==> src/rtl/nest_intc.sv <==
module nest_intc #(
  parameter int NSRC     = 128,
  parameter int NSW      = 8,
  parameter int NRSV     = 16,
  parameter int PW       = 4,
  parameter int VW       = 9,
  parameter int DEPTH    = 16,
  parameter int AW       = 8,
  parameter int PRI_BASE = 128
) (
  input  logic            clk_i,
  input  logic            rst_ni,
  input  logic [NSRC-1:0] irq_i,
  input  logic [AW-1:0]   reg_addr_i,
  input  logic            reg_wr_i,
  input  logic            reg_rd_i,
  input  logic [31:0]     reg_wdata_i,
  output logic [31:0]     reg_rdata_o,
  input  logic            ack_i,
  output logic            irq_req_o,
  output logic [VW-1:0]   vec_o
);
  localparam int PERI_HI = NSRC - NRSV;
  localparam int CW = $clog2(DEPTH + 1);
  localparam int SW = $clog2(DEPTH);
  localparam int IW = $clog2(NSRC);
  localparam logic [AW-1:0] A_CFG = AW'(0);
  localparam logic [AW-1:0] A_CUR = AW'(1);
  localparam logic [AW-1:0] A_ACK = AW'(2);
  localparam logic [AW-1:0] A_EOI = AW'(3);
  localparam logic [AW-1:0] A_FLG = AW'(4);

  logic [PW-1:0]  pri_q [NSRC];
  logic [PW-1:0]  stk_q [DEPTH];
  logic [NSW-1:0] sw_q;
  logic           hwv_q;
  logic [PW-1:0]  cur_q;
  logic [CW-1:0]  cnt_q;
  logic [VW-1:0]  ackv_q;
  logic [NSRC-1:0] req;
  logic [PW-1:0]  win_pri;
  logic [VW-1:0]  win_vec;
  logic           ack_ev;
  logic           pri_hit;
  logic [IW-1:0]  pidx;
  logic [CW-1:0]  top;
  logic           unused_bits;

  for (genvar g = 0; g < NSRC; g++) begin : g_src
    if (g < NSW) begin : g_sw
      assign req[g] = sw_q[g];
    end else if (g < PERI_HI) begin : g_peri
      assign req[g] = irq_i[g];
    end else begin : g_rsv
      assign req[g] = 1'b0;
    end
  end

  assign unused_bits = ^{irq_i[NSW-1:0], irq_i[NSRC-1:PERI_HI], reg_wdata_i[31:16]};

  always_comb begin
    win_pri = '0;
    win_vec = '0;
    for (int i = 0; i < NSRC; i++) begin
      if (req[i] && pri_q[i] > win_pri) begin
        win_pri = pri_q[i];
        win_vec = VW'(i);
      end
    end
  end

  assign irq_req_o = win_pri > cur_q;
  assign vec_o     = win_vec;
  assign ack_ev    = irq_req_o && (hwv_q ? ack_i : (reg_rd_i && reg_addr_i == A_ACK));
  assign pri_hit   = int'(reg_addr_i) >= PRI_BASE && int'(reg_addr_i) < PRI_BASE + NSRC;
  assign pidx      = IW'(int'(reg_addr_i) - PRI_BASE);
  assign top       = cnt_q - 1'b1;

  always_comb begin
    reg_rdata_o = '0;
    if (pri_hit) reg_rdata_o[PW-1:0] = pri_q[pidx];
    else begin
      case (reg_addr_i)
        A_CFG: reg_rdata_o[0] = hwv_q;
        A_CUR: reg_rdata_o[PW-1:0] = cur_q;
        A_ACK: reg_rdata_o[VW-1:0] = (!hwv_q && irq_req_o) ? win_vec : ackv_q;
        A_FLG: reg_rdata_o[NSW-1:0] = sw_q;
        default: reg_rdata_o = '0;
      endcase
    end
  end

  always_ff @(posedge clk_i or negedge rst_ni) begin
    if (!rst_ni) begin
      for (int i = 0; i < NSRC; i++) pri_q[i] <= '0;
      sw_q   <= '0;
      hwv_q  <= 1'b0;
      cur_q  <= '0;
      cnt_q  <= '0;
      ackv_q <= '0;
    end else begin
      if (ack_ev) begin
        if (int'(cnt_q) < DEPTH) begin
          stk_q[cnt_q[SW-1:0]] <= cur_q;
          cnt_q <= cnt_q + 1'b1;
        end
        cur_q  <= win_pri;
        ackv_q <= win_vec;
      end
      if (reg_wr_i) begin
        if (pri_hit) pri_q[pidx] <= reg_wdata_i[PW-1:0];
        case (reg_addr_i)
          A_CFG: hwv_q <= reg_wdata_i[0];
          A_CUR: if (!ack_ev) cur_q <= reg_wdata_i[PW-1:0];
          A_EOI: if (!ack_ev) begin
            if (cnt_q != '0) begin
              cur_q <= stk_q[top[SW-1:0]];
              cnt_q <= top;
            end else begin
              cur_q <= '0;
            end
          end
          A_FLG: sw_q <= (sw_q | reg_wdata_i[NSW-1:0]) & ~reg_wdata_i[NSW+7:8];
          default: ;
        endcase
      end
    end
  end
endmodule


==> config.mk <==
export PLATFORM = sky130hd
export DESIGN_NAME = nest_intc
export DESIGN_NICKNAME = d
export VERILOG_FILES = /design/src/rtl/nest_intc.sv
export SDC_FILE = /design/constraint.sdc
export NUM_CORES = 2
export LEC_CHECK = 0
export ABC_AREA = 1
export BUFFER_PORTS_ARGS = -buffer_cell sky130_fd_sc_hd__buf_4
export CAP_MARGIN = 20
export CELL_PAD_IN_SITES_DETAIL_PLACEMENT = 1
export CELL_PAD_IN_SITES_GLOBAL_PLACEMENT = 1
export CORE_MARGIN = 8
export CORE_UTILIZATION = 47
export CTS_CLUSTER_SIZE = 28
export DETAILED_ROUTE_END_ITERATION = 6
export GPL_TIMING_DRIVEN = 0
export PLACE_DENSITY = 0.91
export SYNTH_ARGS = -nofsm -noshare
export SYNTH_HDL_FRONTEND = slang
export SYNTH_SLANG_ARGS = --single-unit
==> constraint.sdc <==
create_clock -name clk_i -period 159.5 [get_ports clk_i]
set_clock_uncertainty 0.05 [all_clocks]
set_input_delay 23.925 -clock clk_i [delete_from_list [all_inputs] [get_ports clk_i]]
set_output_delay 23.925 -clock clk_i [all_outputs]
set_load 0.01 [all_outputs]
==> out/metrics.yaml, run 1 <==
run_status:
  stop_stage: "global routing"
  outcome: "aborted with a tool error"
  tool.error: "[ERROR GRT-0232] Routing congestion too high. Check the congestion heatmap in the GUI."
synthesis:
  synth_flop_cell: "dfrtp_1"
  ys_ff_latch: 601
  synthesis.area_um2: 51080
  ys_seq_area_frac: 0.3007
  syn-mean-instance-area_um2: 7.081
  yosysUniqueCellTypes: 59
  ys_top_cells_by_area: "dfrtp_1 26%, nand2_1 13%, nand3_1 8.0%"
  synth_warnings: 0
  yosysTopAreaCellShare: 0.2631
  async_reset_ff_frac: 0.8935
  yosysTopAreaCell: "dfrtp_1"
  synth_most_common_cell: "nand2_1"
  synth_edf_count: 64
  yosys-top-cells-count: "1779 x nand2_1, 877 x inv_1, 816 x nand3_1"
  synthCells: 7214
clocking:
  h-tree-depth: 3
  clk_path_buf_depth: 3
  cts.sinks: 601
  cts_buffers: 73
  root_buffer: "clkbuf_16"
grt:
  grt-ovfl-total: 224
  grt_max_degree: 118
  grtUsageTotal: 0.7606
  grt_antenna_before_repair: 68
floorplanning:
  ios: 215
  die_x_um: 345.7
  die_h_um: 345.7
  rows: 121
  start_util: 0.4712
place:
  placed_cell_area_um2: 54820
  placedCellCount: 8843
  place_hpwl_um: 170200
  portBuffers: 147
  place_congestion: 0.9888
sta:
  crit_endpoint: "reg_rdata_o[3]"
  endpoint_type: "primary output"
## stage by stage
| step | setup slack [ns] | util |
|---|---|---|
| after floorplan | 10.97 | - |
| after global placement | -2.860 | 0.4986 |
| after detailed placement | -7.533 | 0.5057 |
| after CTS | 0.01542 | 0.5388 |
## kinds of logic after synthesis
| logic type | after synthesis | synth area share |
|---|---|---|
| simple gates | 3698 | 0.3607 |
| flops | 601 | 0.3007 |
| other cells | 1 | 0.00007341 |
| fa+ha+maj | 282 | 0.06907 |
| buf+inv | 1171 | 0.1012 |
| xor+xnor | 5 | 0.0008572 |
| compound gates | 1456 | 0.1674 |
## routing by layer
metal | overflow | global-route usage
met1 | 3 | 0.7243
met2 | 123 | 0.8796
met3 | 10 | 0.6941
met4 | 86 | 0.7556
met5 | 2 | 0.5345
## repair_timing
item | CTS
hold buffers | 0
pin swaps | 275
hold endpoints to repair | 0
setup buffers | 102
gates resized for setup | 212
cloned | 1
setup endpoints to repair | 15
==> inputs of run 2 (changes only) <==
==> config.mk (replaced) <==
export PLATFORM = sky130hd
export DESIGN_NAME = nest_intc
export DESIGN_NICKNAME = d
export VERILOG_FILES = /design/src/rtl/nest_intc.sv
export SDC_FILE = /design/constraint.sdc
export NUM_CORES = 2
export LEC_CHECK = 0
export ABC_AREA = 1
export BUFFER_PORTS_ARGS = -buffer_cell sky130_fd_sc_hd__buf_4
export CAP_MARGIN = 20
export CORE_MARGIN = 8
export CORE_UTILIZATION = 35
export DETAILED_ROUTE_END_ITERATION = 6
export GPL_TIMING_DRIVEN = 0
export PLACE_DENSITY_LB_ADDON = 0.15
export SYNTH_ARGS = -nofsm -noshare
export SYNTH_HDL_FRONTEND = slang
export SYNTH_SLANG_ARGS = --single-unit
==> out/metrics.yaml, run 2 <==
critical_path:
  worstSetupEndpoint: "reg_rdata_o[1]"
  cp_data_required_time_ns: 135.53
  reg2reg_depth: 945
  critPathCaptureType: "output port"
  r2r_slack_ns: 44.22
  worst_path_largest_cell_delay_ns: 0.42
  critPathSlowestCell: "nand4_1"
  cp_common_cell: "nand2_2"
  cp.arrival_ns: 129.58
  worst-setup-path-type: "in2out"
  r2r_start: "pri_q[508]$_DFFE_PN0P_"
  r2r_end: "stk_q[2][1]$_DFFE_PP_"
  crit_fanout: 10
  cp-start-kind: "input port"
  crit_start: "irq_i[8]"
run:
  maxCapViolCount: 0
routing:
  drc: 0
  totalWireLength_um: 221300
  detail-route-antenna-nets: 0
  drt_iter0_markers: 5432
  drt_pre_antenna_iters: 6
  viasPerCell: 5.451
  route.vias.total: 54260
  wire_per_inst_um: 22.23
floorplanning:
  ios: 215  # unchanged
  rows: 140  # +16%
  start_util: 0.3518  # -0.1195
  core_um2: 145200
  die_h_um: 398.0  # +15%
  die_area_um2: 158400
  die_x_um: 398.0  # +15%
clocking:
  clk_latency_ns: 0.68
  clk_path_buf_depth: 3  # unchanged
  cts.sinks: 601  # unchanged
  cts_buffers: 75  # +2.7%
  clk_pin_slew_worst_paths_ns: 0.06
  root_buffer: "clkbuf_16"
  cts_hold_buf: 0  # unchanged
  h-tree-depth: 3  # unchanged
  cts_tree: "done"
place:
  place_congestion: 0.9377  # -5.2%
  placed_cell_area_um2: 55650  # +1.5%
  pre_cts_slack_ns: -5.036  # +2.497 ns
  portBuffers: 147  # unchanged
  place_hpwl_um: 165400  # -2.8%
sta:
  max_slew_margin: 0.1108
  worstMarginPinSlew_ns: 1.334
  slew_violations: 0
  final.min_clock_period_ns: 153.55
  fin_crit_sh: 0.9627
  setup_viol: 0
  fmax_mhz: 6.512
  setup_ws_ns: 5.947
  final_hold_viol_count: 0
grt:
  grt-ovfl-total: 0
  grt_pass1_vias: 48220
  grtUsageTotal: 0.2609
  grt_pass1_wl_um: 313900
  globalRouteMet3Util: 0.04315
  use_met1: 0.3634
  grt_max_degree: 115
  grt.busiest_layer: "met2"
  grt_util_met2: 0.4002
  grt_antenna_before_repair: 13
final_layout:
  final_cell_mix: "1714 x nand2_1, 849 x inv_1, 799 x nand3_1, 619 x o21ai_0, 594 x buf_4"
  final_common_cell: "nand2_1"
  fillCellCount: 14810
  largest_reg_flops: 512
  area_growth_pct: 25.17
  final_cell_area_um2: 63940
  top_register: "pri_q"
  nNetsFinal: 8428
  drive_above_1_share: 0.2539
synthesis:
  synthCells: 7214  # unchanged
  async_reset_ff_frac: 0.8935  # unchanged
  yosysTopAreaCellShare: 0.2631  # unchanged
  ys_ff_latch: 601  # unchanged
  syn-mean-instance-area_um2: 7.081  # unchanged
  yosysUniqueCellTypes: 59  # unchanged
  yosysTopAreaCell: "dfrtp_1"
  synth_edf_count: 64  # unchanged
  yosys-top-cells-count: "1779 x nand2_1, 877 x inv_1, 816 x nand3_1"
  synth_most_common_cell: "nand2_1"
  synth_flop_cell: "dfrtp_1"
  synth_warnings: 0  # unchanged
  ys_seq_area_frac: 0.3007  # unchanged
  synthesis.area_um2: 51080  # unchanged
  ys_top_cells_by_area: "dfrtp_1 26%, nand2_1 13%, nand3_1 8.0%"
worst_hold_path:
  hold_path_class: "reg2reg"
run_status:
  outcome: "finished, final reports clean"
==> run 2: cell counts after synthesis <==
No cell type changed its count.
==> run 2: critical path, delay by kind of cell <==
family                     cells  cell delay, ns
AOI/OAI and AO/OA            172           20.13
buffers and inverters        195           16.90
adders and majority gates    103           30.33
and+or+nand+nor              402           36.80
==> run 2: per-layer routing <==
layer / share of wire / wire [um]
met2: 0.43 / 96190
met4: 0.046 / 10220
met5: 0.00021 / 46
met3: 0.082 / 18200
met1: 0.44 / 96640
==> run 2: kinds of logic (layout without fill, tap and decap cells) <==
family / Yosys count / in the layout / synth area share
flops: 601 / 601 / 0.3007
simple gates: 3698 / 3715 / 0.3607
buf+inv: 1171 / 1945 / 0.1012
other cells: 1 / 34 / 0.00007341
compound gates: 1456 / 1456 / 0.1674
xor+xnor: 5 / 5 / 0.0008572
fa+ha+maj: 282 / 282 / 0.06907
==> run 2: cell type report <==
type / count / area, um2 / share of cell area
clock inverter: 32 / 365.4 / 0.005714
timing repair buffer: 640 / 5433 / 0.08497
tap: 1917 / 2399 / 0.03751
multi-input combinational: 5484 / 32860 / 0.5139
clock buffer: 102 / 2150 / 0.03362
antenna: 8 / 20.02 / 0.0003131
sequential: 601 / 15360 / 0.2402
inverter: 916 / 3517 / 0.05501
buffer: 255 / 1841 / 0.02879
==> run 2: worst min-delay path by stage <==
stage,startpoint,cells after the start,slack (ns),end
4_1_cts,pri_q[412]$_DFFE_PN0P_,2,0.44,pri_q[412]$_DFFE_PN0P_
5_1_grt,pri_q[352]$_DFFE_PN0P_,2,0.45,pri_q[352]$_DFFE_PN0P_
2_1_floorplan,pri_q[100]$_DFFE_PN0P_,2,0.40,pri_q[100]$_DFFE_PN0P_
3_3_place_gp,pri_q[280]$_DFFE_PN0P_,2,0.42,pri_q[280]$_DFFE_PN0P_
3_5_place_dp,pri_q[80]$_DFFE_PN0P_,2,0.42,pri_q[80]$_DFFE_PN0P_
6_report,pri_q[352]$_DFFE_PN0P_,2,0.44,pri_q[352]$_DFFE_PN0P_
==> run 2: per-stage QoR <==
stage	TNS [ns]	hold WS (ns)	cells	util
CTS	0	0.4366	9514	0.4026
global route	-8.806	0.4493	9947	0.4402
detailed placement	-57.91	0.4228	9354	0.3832
finish	0	0.4354	9955	0.4403
floorplan	0	0.4030	7239	-
global placement	-44.25	0.4154	9303	0.3765
==> run 2: repair_timing <==
item,in CTS,in global routing
endpoints found under the setup margin,15,15
pin swaps,128,480
resized for setup,127,519
cloned,0,36
setup buffers,26,394
Power of run 2 is not shown: default switching activity piles up to over one toggle a cycle in this logic, so the estimate is an artifact.
